**config.mk**
```make
export PLATFORM = sky130hd
export DESIGN_NAME = xfer_evt_irq
export DESIGN_NICKNAME = d
export VERILOG_FILES = /design/src/rtl/xfer_evt_pkg.sv /design/src/rtl/xfer_evt_ctrl.sv /design/src/rtl/xfer_evt_dp.sv /design/src/rtl/xfer_evt_irq.sv
export SDC_FILE = /design/constraint.sdc
export NUM_CORES = 1
export LEC_CHECK = 0
export ABC_AREA = 1
export BUFFER_PORTS_ARGS = -buffer_cell sky130_fd_sc_hd__buf_2
export CAP_MARGIN = 25
export CORE_MARGIN = 8
export CORE_UTILIZATION = 34
export DETAILED_ROUTE_END_ITERATION = 10
export PLACE_DENSITY = 0.79
export SYNTH_ARGS = -nofsm -noshare
export SYNTH_HDL_FRONTEND = slang
export SYNTH_SLANG_ARGS = --single-unit
export TNS_END_PERCENT = 1
```
**constraint.sdc**
```tcl
create_clock -name clk -period 0.8 [get_ports clk]
set_input_delay 0.16 -clock clk [delete_from_list [all_inputs] [get_ports clk]]
set_output_delay 0.16 -clock clk [all_outputs]
set_load 0.02 [all_outputs]
```
**src/rtl/xfer_evt_pkg.sv**
```systemverilog
package xfer_evt_pkg;
  localparam int REG_W       = 16;
  localparam int DONE_BIT    = 0;
  localparam int ACKERR_BIT  = 1;
  localparam int HSNACK_BIT  = 2;
  localparam int RSDONE_BIT  = 4;

  localparam logic [REG_W-1:0] IMPL_MASK =
      (REG_W'(1) << DONE_BIT)   | (REG_W'(1) << ACKERR_BIT) |
      (REG_W'(1) << HSNACK_BIT) | (REG_W'(1) << RSDONE_BIT);

  localparam logic ADDR_STATUS = 1'b0;
  localparam logic ADDR_MASK   = 1'b1;

  typedef struct packed {
    logic [REG_W-1:0] clrVec;
    logic             maskLoad;
    logic [REG_W-1:0] maskVal;
    logic             flush;
  } ctrlStrb_t;
endpackage

```
**src/rtl/xfer_evt_ctrl.sv**
```systemverilog
module xfer_evt_ctrl
  import xfer_evt_pkg::*;
(
  input  logic             regWrEn,
  input  logic             regAddr,
  input  logic [REG_W-1:0] regWrData,
  input  logic             softClr,
  output ctrlStrb_t        strb
);
  logic statusWr;
  logic maskWr;

  assign statusWr = regWrEn && (regAddr == ADDR_STATUS);
  assign maskWr   = regWrEn && (regAddr == ADDR_MASK);

  always_comb begin
    strb          = '0;
    strb.clrVec   = statusWr ? (regWrData & IMPL_MASK) : '0;
    strb.maskLoad = maskWr;
    strb.maskVal  = regWrData & IMPL_MASK;
    strb.flush    = softClr;
  end
endmodule

```
**src/rtl/xfer_evt_dp.sv**
```systemverilog
module xfer_evt_dp
  import xfer_evt_pkg::*;
(
  input  logic             clk,
  input  logic             rstN,
  input  ctrlStrb_t        strb,
  input  logic [REG_W-1:0] evtVec,
  output logic [REG_W-1:0] statusQ,
  output logic [REG_W-1:0] maskQ,
  output logic             irq
);
  for (genvar b = 0; b < REG_W; b++) begin : g_bit
    if (IMPL_MASK[b]) begin : g_impl
      always_ff @(posedge clk or negedge rstN) begin
        if (!rstN)             statusQ[b] <= 1'b0;
        else if (strb.flush)   statusQ[b] <= 1'b0;
        else if (evtVec[b])    statusQ[b] <= 1'b1;
        else if (strb.clrVec[b]) statusQ[b] <= 1'b0;
      end
      always_ff @(posedge clk or negedge rstN) begin
        if (!rstN)              maskQ[b] <= 1'b0;
        else if (strb.maskLoad) maskQ[b] <= strb.maskVal[b];
      end
    end else begin : g_none
      assign statusQ[b] = 1'b0;
      assign maskQ[b]   = 1'b0;
    end
  end

  always_ff @(posedge clk or negedge rstN) begin
    if (!rstN) irq <= 1'b0;
    else       irq <= |(statusQ & maskQ);
  end
endmodule

```
**src/rtl/xfer_evt_irq.sv**
```systemverilog
module xfer_evt_irq
  import xfer_evt_pkg::*;
(
  input  logic             clk,
  input  logic             rstN,
  input  logic             softClr,
  input  logic             evtDone,
  input  logic             evtAckErr,
  input  logic             evtHsNack,
  input  logic             evtRsDone,
  input  logic             regWrEn,
  input  logic             regAddr,
  input  logic [REG_W-1:0] regWrData,
  output logic [REG_W-1:0] regRdData,
  output logic             cmpltPend,
  output logic             irq
);
  ctrlStrb_t        strb;
  logic [REG_W-1:0] evtVec;
  logic [REG_W-1:0] statusQ;
  logic [REG_W-1:0] maskQ;

  always_comb begin
    evtVec             = '0;
    evtVec[DONE_BIT]   = evtDone;
    evtVec[ACKERR_BIT] = evtAckErr;
    evtVec[HSNACK_BIT] = evtHsNack;
    evtVec[RSDONE_BIT] = evtRsDone;
  end

  xfer_evt_ctrl u_ctrl (
    .regWrEn   (regWrEn),
    .regAddr   (regAddr),
    .regWrData (regWrData),
    .softClr   (softClr),
    .strb      (strb)
  );

  xfer_evt_dp u_dp (
    .clk     (clk),
    .rstN    (rstN),
    .strb    (strb),
    .evtVec  (evtVec),
    .statusQ (statusQ),
    .maskQ   (maskQ),
    .irq     (irq)
  );

  assign regRdData = (regAddr == ADDR_MASK) ? maskQ : statusQ;
  assign cmpltPend = statusQ[DONE_BIT] | statusQ[RSDONE_BIT];
endmodule

```
==> results of run 1 <==
synth_stat cells:
cell type  count
inv_2          1
nor2_1         4
dfrtp_1        9
buf_4         12
nand3_1       12
nand2_1       30
inv_1          3
o21ai_0        2
conb_1         1
buf_6          2
nand4_1        1
repair_timing:
action | 4_1_cts | 5_1_grt
hold buffers | 1 | 0
setup endpoints to repair | 6 | 8
endpoints found under the hold margin | 9 | 0
setup buffers | 1 | 0
cloned | 0 | 0
resized for setup | 6 | 0
report_power, final:
group	internal, uW	switching, uW	leakage (uW)
Sequential	504	22.7	0.000112
Combinational	165	231	0.000314
Clock	192	161	0.0000150
Total	861	415	0.000442
flip-flops by register name, indices dropped and copies added (netlist names):
name,flops
u_dp.irq,1
u_dp.maskQ,4
u_dp.statusQ,4
how the worst max path moves through the flow:
stage | startpoint | endpoint | slack (ns) | cells past startpoint
2_1_floorplan | u_dp.statusQ[4]$_DFFE_PN0P_ | regRdData[4] | -0.07 | 2
3_3_place_gp | regAddr | regRdData[2] | -0.05 | 5
5_1_grt | u_dp.statusQ[4]$_DFFE_PN0P_ | regRdData[4] | -0.35 | 3
6_report | u_dp.statusQ[4]$_DFFE_PN0P_ | regRdData[4] | -0.28 | 3
3_5_place_dp | regAddr | u_dp.maskQ[4]$_DFFE_PN0P_ | -0.04 | 5
4_1_cts | u_dp.statusQ[4]$_DFFE_PN0P_ | regRdData[4] | -0.29 | 3
tightest hold or removal path, cell delays in order:
cell and delay [ns]:
buf_2 0.08, nand2_1 0.04, nand2_1 0.05
final cells by class:
class                      instances  area, sq um
timing repair buffer              31        202.7
fill                             165        779.5
tap                               16        20.02
multi-input combinational         61        255.2
clock buffer                       4        26.28
sequential                         9        225.2
inverter                           4        15.01
metal layers:
metal,track usage (%),vias up,wire length [um]
met4,4.124,0,7
met3,3.820,2,112
li1,-,282,-
met1,9.339,245,589
met5,0,-,0
met2,12.38,25,567
stage by stage:
| stage | total power [uW] | utilization (%) |
|---|---|---|
| floorplan | 788.2 | - |
| global placement | 899.7 | 44.99 |
| detailed placement | 907.0 | 44.99 |
| CTS | 1286 | 48.85 |
| global route | 1354 | 48.85 |
| finish | 1276 | 48.85 |
cell families (layout without fill, tap and decap cells):
kind of cell | count (synthesis) | after routing
other cells | 1 | 12
flops | 9 | 9
simple gates | 47 | 47
buf+inv | 18 | 39
compound gates | 2 | 2
==> results.md, run 1 <==
- Via count: 554
- Core area: 1524 sq um
- Syn_area_per_cell: 7.280 sq um
- Post-synthesis sequential area ratio: 40.18%
- Power per cell area: 1714 nW/um^2
- Max cap viols: 0
- Max Root-Sink Buffers: 2
- Share of layout cells above drive strength 1: 33.94%
- Finished Cell Area: 744.5 sq um
- Non-Filler Instances: 125
- DP Wirelength: 1.085 mm
- I/O Buffers: 18
- DRT Wirelength: 1.276 mm
- Post-synthesis cell count: 77
- Final worst slack: -0.2803 ns
- Main area contributors after synthesis: dfrtp_1 40%, nand2_1 20%, buf_4 16%
- Vias in the first global route: 544
- Hold path start: evtRsDone
- RSZ-0062 raised after global routing: true
- Max Freq: 925.6 MHz
- WHS Endpoint: u_dp.statusQ[4]$_DFFE_PN0P_
- Yosys reg bits: 9
- Reg-to-reg setup timing slack: -0.04 ns
- GRT Overall Usage: 8.178%
- Die span in x: 56.61 um
- Mux contribution to synthesized area: 0%
- Commonest non-fill, non-tap cells in the layout: 29 x nand2_1, 16 x buf_2, 12 x nand3_1, 12 x conb_1, 12 x buf_4
- Final Hold Viols: 0
- CTS Root Cell: clkbuf_4
- Pin count of the biggest net entering global routing: 10
- # DRC: 0
- Placed Instance Area: 685.7 sq um
- Std cell rows: 14
- Peak supply drop: 0.8030 mV
- Crit. End Element: output port
- WHS: 0.1133 ns
- Worst flop-to-flop path startpoint: u_dp.statusQ[4]$_DFFE_PN0P_
- DR pass1 iterations: 4
- DRT iter0 DRCs: 15
- CTS buffer count: 3
- Setup TNS: -1.546 ns
- WP data required: 0.64 ns
- I/O pins: 43
- Crit-path slowest cell: dfrtp_1
- Min cycle time layout: 1.080 ns
- GPL Wtd Cong: 0.7721
- Final setup violation count: 8
- Area growth, synth to finish: 32.81%
- Max-slew violation count: 0
- First-pass GRT wire length: 2.221 mm
- Tcrit/Tclk final: 135.0%
- Congestion Overflow GR: 0
- Failing checks: negative setup slack
- Drt wl/cell: 10.21 um
- Initial Util: 36.78%
- Worst min-delay path class: in2reg
- Crit path launch type: flip-flop
- Die Ht: 56.61 um
- Commonest non-fill, non-tap cell in the layout: nand2_1
- Simple-Gate Fraction of Synth Area: 34.60%
- Crit-path cells: inv_1 > o21ai_1 > buf_4
- Placed insts: 119
- CTS clk-pin slew, worst paths: 0.06 ns
- CTS HTree Levels: 1
- Area share of the largest cell type after synthesis: 40.18%
- Mapped cell area: 560.5 sq um
- Synth Area in Adders: 0%
- Buffers & Inverters on Critical Path: 2
- Worst r2r path cells: 4
- Pre-CTS setup slack: -0.03847 ns
- Delay-heaviest family, CP: flip-flops
- Hold Path Stages: 3
- Net count reported at finish: 135
- Top cell type by total area after synthesis: dfrtp_1
- P_leak: 0.0004418 uW
- CTS tree: yes
- Crit Path Max Fanout: 2
- # diodes: 0
- CP max stage delay: 0.35 ns
- Initial antenna violation count: 0
- Die Area: 3204 sq um
- Xor/xnor share of the synthesized area: 0%
- ANT nets after route: 0
- Status: finished with violations
- Clock latency on the worst-skew pair: 0.26 ns
- Critical Path AT: 0.92 ns
- Largest family of logic cells by synthesized area: simple AND/OR/NAND/NOR gates
- Reg2Reg Capture Point: u_dp.irq$_DFF_PN0_
- DR vias/cell: 4.432
- Cell variety after synth: 11
- Synth Area in Compound Gates: 1.786%
- Clk sinks: 9
- Worst clock skew: 0.005410 ns
- Yosys Warn Count: 0
- CP Class: reg2out
Power figures use the tool's default switching activity.
==> inputs of run 2 (changes only) <==
- CORE_UTILIZATION: 34 -> 36
- CTS_BUF_LIST: default -> sky130_fd_sc_hd__clkbuf_4 sky130_fd_sc_hd__clkbuf_8
- HOLD_SLACK_MARGIN: default -> 0.05
- PLACE_DENSITY: 0.79 -> 0.83
==> run 2 against run 1 <==
Compared with the run above: the run still ends with negative setup slack left; combinational power decreased by 1%; clock power grew 9.6%; largest cell class unchanged; cell area fell by 0.50%; wire length hardly changed; critical endpoint is now regRdData[2]; non-clock buffer count down 1.
==> results.md, run 2 (synthesis results as in run 1) <==
- # DRC: 0 (unchanged)
- DR pass1 iterations: 4 (unchanged)
- Drt wl/cell: 10.30 um (+0.89%)
- Tot Pwr: 1305 uW (+2.3%)
- Max Freq: 929.7 MHz (+0.44%)
- Commonest non-fill, non-tap cell in the layout: nand2_1
- Worst flop-to-flop path startpoint: u_dp.statusQ[1]$_DFFE_PN0P_
- Clk sinks: 9 (unchanged)
- Critical Path AT: 0.92 ns (about the same)
- Crit-path slowest cell: dfrtp_1
- DP Wirelength: 1.090 mm (+0.47%)
- CTS tree: yes
- CTS Root Cell: clkbuf_4
- Clock latency on the worst-skew pair: 0.26 ns (about the same)
- Die Area: 3076 sq um (-4.0%)
- Commonest non-fill, non-tap cells in the layout: 30 x nand2_1, 15 x buf_2, 12 x nand3_1, 12 x conb_1, 12 x buf_4
- # diodes: 0 (unchanged)
- Max-slew violation count: 0 (unchanged)
- Buffers & Inverters on Critical Path: 1 (-1)
- Final setup violation count: 6 (-2)
- Crit-path cells: nand2_1 > nand2_1 > buf_2
- Core area: 1489 sq um (-2.3%)
- Share of layout cells above drive strength 1: 33.33% (-0.61 points)
- Reg2Reg Capture Point: u_dp.irq$_DFF_PN0_
- Via count: 523 (-5.6%)
- WHS Endpoint: u_dp.statusQ[4]$_DFFE_PN0P_
- GPL Wtd Cong: 0.7715 (about the same)
- Tcrit/Tclk final: 134.4% (-0.60 points)
- GRT Overall Usage: 8.530% (+0.35 points)
- Initial Util: 37.65% (+0.87 points)
- Final worst slack: -0.2756 ns (+0.004772 ns)
- Max cap viols: 0 (unchanged)
- Worst clock skew: 0.001475 ns (-0.003935 ns)
- Most used cell, CP: nand2_1
- DR vias/cell: 4.218 (-4.8%)
- Net count reported at finish: 134 (-0.74%)
- Min cycle time layout: 1.076 ns (-0.004772 ns)
- P_leak: 0.0004406 uW (-0.26%)
- CP max stage delay: 0.38 ns (+0.03 ns)
- Crit path launch type: flip-flop
- Finished Cell Area: 740.7 sq um (-0.50%)
- Delay-heaviest family, CP: flip-flops
- Reg-to-reg setup timing slack: 0.02 ns (+0.06 ns)
- CTS HTree Levels: 1 (unchanged)
- Peak supply drop: 0.9767 mV (+22%)
- Crit. End Element: output port
- DRT Wirelength: 1.277 mm (about the same)
- Worst r2r path cells: 3 (-1)
- Initial antenna violation count: 0 (unchanged)
- RSZ-0062 raised after global routing: true
- Grt met1 use: 8.874% (-0.46 points)
- Std cell rows: 14 (unchanged)
- First-pass GRT wire length: 2.187 mm (-1.5%)
- CTS clk-pin slew, worst paths: 0.06 ns (about the same)
- Congestion Overflow GR: 0 (unchanged)
- Area growth, synth to finish: 32.14%
- Final Hold Viols: 0 (unchanged)
- ANT nets after route: 0 (unchanged)
- Failing checks: negative setup slack
- M3 GR Usage: 5.023% (+1.2 points)
- GRT busiest layer: met2
- Pre-CTS setup slack: -0.03891 ns (-0.0004369 ns)
- Die span in x: 55.46 um (-2.0%)
- Hold path start: evtRsDone
- Placed Instance Area: 685.7 sq um (unchanged)
- # Post-CTS Setup Buffers: 0 (-1)
- Status: finished with violations
- I/O Buffers: 18 (unchanged)
- Die Ht: 55.46 um (-2.0%)
- Global Route met2 Usage: 13.30% (+0.92 points)
- Top flop regs: u_dp.maskQ x4, u_dp.statusQ x4, u_dp.irq x1
- WP data required: 0.64 ns (about the same)
- CP Class: reg2out
- Worst min-delay path class: in2reg
- I/O pins: 43 (unchanged)
- Crit Path Max Fanout: 2 (unchanged)
- Vias in the first global route: 524 (-3.7%)
- DRT iter0 DRCs: 4 (-11)
- Setup TNS: -1.472 ns (+0.07438 ns)
- CTS buffer count: 3 (unchanged)
- Max Root-Sink Buffers: 2 (unchanged)
- Hold Path Stages: 3 (unchanged)
- Pin count of the biggest net entering global routing: 10 (unchanged)
- Power per cell area: 1762 nW/um^2 (+2.8%)
run 2: worst min-delay path: stages:
cell and delay, ns:
buf_2 0.09, nand2_1 0.05, nand2_1 0.05
run 2: how the worst max path moves through the flow:
| stage | from | end | slack, ns | cells past startpoint |
|---|---|---|---|---|
| finish | u_dp.statusQ[2]$_DFFE_PN0P_ | regRdData[2] | -0.28 | 3 |
| global route | u_dp.statusQ[0]$_DFFE_PN0P_ | regRdData[0] | -0.35 | 3 |
| CTS | u_dp.statusQ[4]$_DFFE_PN0P_ | regRdData[4] | -0.29 | 3 |
| detailed placement | regAddr | regRdData[2] | -0.04 | 5 |
| global placement | regAddr | regRdData[2] | -0.04 | 5 |
| floorplan | u_dp.statusQ[4]$_DFFE_PN0P_ | regRdData[4] | -0.07 | 2 |
run 2: cell type report:
| cell class | count | area, sq um |
|---|---|---|
| timing repair buffer | 30 | 197.7 |
| inverter | 4 | 15.01 |
| fill | 156 | 748.2 |
| sequential | 9 | 225.2 |
| tap | 16 | 20.02 |
| clock buffer | 4 | 30.03 |
| multi-input combinational | 61 | 252.7 |
run 2: stage by stage:
| step | std cells | util [%] | hold WS, ns |
|---|---|---|---|
| final | 124 | 49.75 | 0.1132 |
| after global routing | 124 | 49.75 | 0.1189 |
| after CTS | 124 | 49.75 | 0.1039 |
| after detailed placement | 119 | 46.05 | 0.02896 |
| after global placement | 119 | 46.05 | 0.01661 |
| after floorplan | 88 | - | -0.1356 |
run 2: layer usage:
layer / part of all wire (%) / wire length (um) / vias to the layer above
li1: - / - / 280
met1: 42 / 532 / 221
met2: 47 / 602 / 20
met3: 9.0 / 115 / 2
met4: 2.1 / 27 / 0
met5: 0 / 0 / -
run 2: where the power goes:
| group | internal (uW) | total [uW] | leakage, uW | switching (uW) |
|---|---|---|---|---|
| Combinational | 164 | 391 | 0.000310 | 228 |
| Clock | 226 | 387 | 0.0000184 | 161 |
| Sequential | 504 | 527 | 0.000112 | 22.9 |
| Total | 894 | 1300 | 0.000441 | 411 |
run 2: timing repair:
item,4_1_cts,5_1_grt
endpoints found under the setup margin,6,7
hold buffers,1,0
gates resized for setup,6,0
hold endpoints to repair,9,0
pin swaps,1,0
==> inputs of run 3 (changes only) <==
- CORE_UTILIZATION: 36 -> 40
- PLACE_DENSITY: 0.83 -> 0.87
- clock period: 0.8 -> 1.15 ns (I/O delays scaled with it)
==> run 3 against run 2 <==
Compared with the run above: the flow still finishes with violations (negative setup slack); largest power group unchanged; die area down 7.2%; clock power down 31%; clock skew up 0.0068 ns; sequential cell count unchanged; cell count down 4.8%; global-route usage up 0.79 points; setup slack better by 0.27 ns; core utilization up 3.9 points; sequential share of layout area up 1.9 points; power down 32%; critical path depth unchanged.
==> results.md, run 3 (synthesis results as in run 1) <==
- DRT iter0 DRCs: 10 (+6)
- Die span in x: 53.44 um (-3.7%)
- Worst flop-to-flop path startpoint: u_dp.statusQ[1]$_DFFE_PN0P_
- First-pass GRT wire length: 2.014 mm (-7.9%)
- P_leak: 0.0004141 uW (-6.0%)
- DR vias/cell: 4.492 (+6.5%)
- Worst min-delay path class: in2reg
- Congestion Overflow GR: 0 (unchanged)
- I/O pins: 43 (unchanged)
- Top flop regs: u_dp.maskQ x4, u_dp.statusQ x4, u_dp.irq x1
- Worst clock skew: 0.008233 ns (+0.006758 ns)
- Commonest non-fill, non-tap cell in the layout: nand2_1
- Crit Path Max Fanout: 3 (+1)
- WHS Endpoint: u_dp.statusQ[1]$_DFFE_PN0P_
- Final core utilization: 53.65% (+3.9 points)
- Reg2Reg Capture Point: u_dp.irq$_DFF_PN0_
- Share of layout cells above drive strength 1: 31.07% (-2.3 points)
- Via count: 530 (+1.3%)
- Reg-to-reg setup timing slack: 0.36 ns (+0.34 ns)
- Status: finished with violations
- Hold Path Stages: 3 (unchanged)
- Crit. End Element: output port
- CTS buffer count: 3 (unchanged)
- Setup TNS: -0.009575 ns (+1.462 ns)
- Drt wl/cell: 11.05 um (+7.3%)
- Worst r2r path cells: 3 (unchanged)
- Tcrit/Tclk final: 100.8%
- Max Root-Sink Buffers: 2 (unchanged)
- DP Wirelength: 1.021 mm (-6.4%)
- Min cycle time layout: 1.159 ns
- GRT Overall Usage: 9.321% (+0.79 points)
- Die Ht: 53.44 um (-3.7%)
- CTS Root Cell: clkbuf_4
- Critical Path AT: 0.93 ns (about the same)
- # DRC: 0 (unchanged)
- # diodes: 0 (unchanged)
- Initial Util: 43.08% (+5.4 points)
- DRT Wirelength: 1.304 mm (+2.1%)
- DR pass1 iterations: 3 (-1)
- Clock latency on the worst-skew pair: 0.26 ns (about the same)
- Peak supply drop: 0.6265 mV (-36%)
- GPL Wtd Cong: 0.7848 (+1.7%)
- Crit path launch type: flip-flop
- Vias in the first global route: 477 (-9.0%)
- Final Hold Viols: 0 (unchanged)
- Core area: 1301 sq um (-13%)
- Pin count of the biggest net entering global routing: 13 (+3)
- CP Launch Point: u_dp.statusQ[2]$_DFFE_PN0P_
- Max-slew violation count: 0 (unchanged)
- Area growth, synth to finish: 24.55%
- Die Area: 2855 sq um (-7.2%)
- ANT nets after route: 0 (unchanged)
- Pre-CTS setup slack: 0.1289 ns (+0.1678 ns)
- I/O Buffers: 18 (unchanged)
- Tot Pwr: 889.9 uW (-32%)
- Final worst slack: -0.008738 ns (+0.2668 ns)
- Initial antenna violation count: 0 (unchanged)
- Max cap viols: 0 (unchanged)
- CTS clk-pin slew, worst paths: 0.07 ns (about the same)
- WP data required: 0.92 ns (+0.28 ns)
- CP Class: reg2out
- Net count reported at finish: 129 (-3.7%)
- CTS tree: yes
- Hold path start: evtAckErr
- Power per cell area: 1275 nW/um^2 (-28%)
- Commonest non-fill, non-tap cells in the layout: 30 x nand2_1, 15 x buf_2, 12 x nand3_1, 12 x conb_1, 9 x dfrtp_1
- Clk sinks: 9 (unchanged)
- RSZ-0062 raised after global routing: true
- Std cell rows: 13 (-1)
- Failing checks: negative setup slack
- Final setup violation count: 2 (-4)
- Max Freq: 863.0 MHz
- CTS HTree Levels: 1 (unchanged)
run 3: cell types whose count changed in the layout (fill, tap and decap cells not counted):
cell,change
inv_1,-1
buf_6,-1
inv_2,+1
buf_4,-4
run 3: worst max-delay path by stage:
stage	to	slack [ns]	cells past startpoint
global route	regRdData[0]	-0.06	3
detailed placement	regRdData[1]	0.13	5
global placement	regRdData[1]	0.13	5
floorplan	regRdData[0]	0.05	2
finish	regRdData[2]	-0.009	3
CTS	regRdData[0]	-0.02	3
run 3: repair_timing:
| action | CTS | global route |
|---|---|---|
| gates resized for setup | 4 | 5 |
| endpoints found under the setup margin | 5 | 5 |
| hold buffers | 1 | 0 |
| setup buffers | 5 | 1 |
| endpoints found under the hold margin | 9 | 0 |
| pin swaps | 0 | 3 |
run 3: power by group:
| part | switching (uW) | internal (uW) |
|---|---|---|
| logic | 155 | 97.5 |
| registers | 19.9 | 351 |
| clock network | 109 | 157 |
| total | 285 | 605 |
run 3: final cells by class:
cell class	instances	area [sq um]
timing repair buffer	25	156.4
tap	15	18.77
inverter	4	15.01
multi-input combinational	61	252.7
sequential	9	225.2
clock buffer	4	30.03
fill	134	603.1
run 3: layer usage:
metal  global-route usage (%)  up-vias  wire [um]
met5                        0        -          0
met2                    13.48       22        571
met4                    5.042        0          9
li1                         -      271          -
met3                    4.202        2        151
met1                    11.18      235        572
run 3: worst max-delay path: stages (launching register included):
cell and delay, ns:
dfrtp_1 0.40, nand2_1 0.08, nand2_1 0.04, buf_2 0.15
run 3: metrics by stage:
step / std cells / hold slack [ns] / area [sq um]
after floorplan: 88 / -0.06559 / 601.8
after global placement: 107 / 0.08970 / 598.1
after detailed placement: 107 / 0.09326 / 598.1
after CTS: 117 / 0.1784 / 680.7
after global routing: 118 / 0.1846 / 698.2
final: 118 / 0.1826 / 698.2
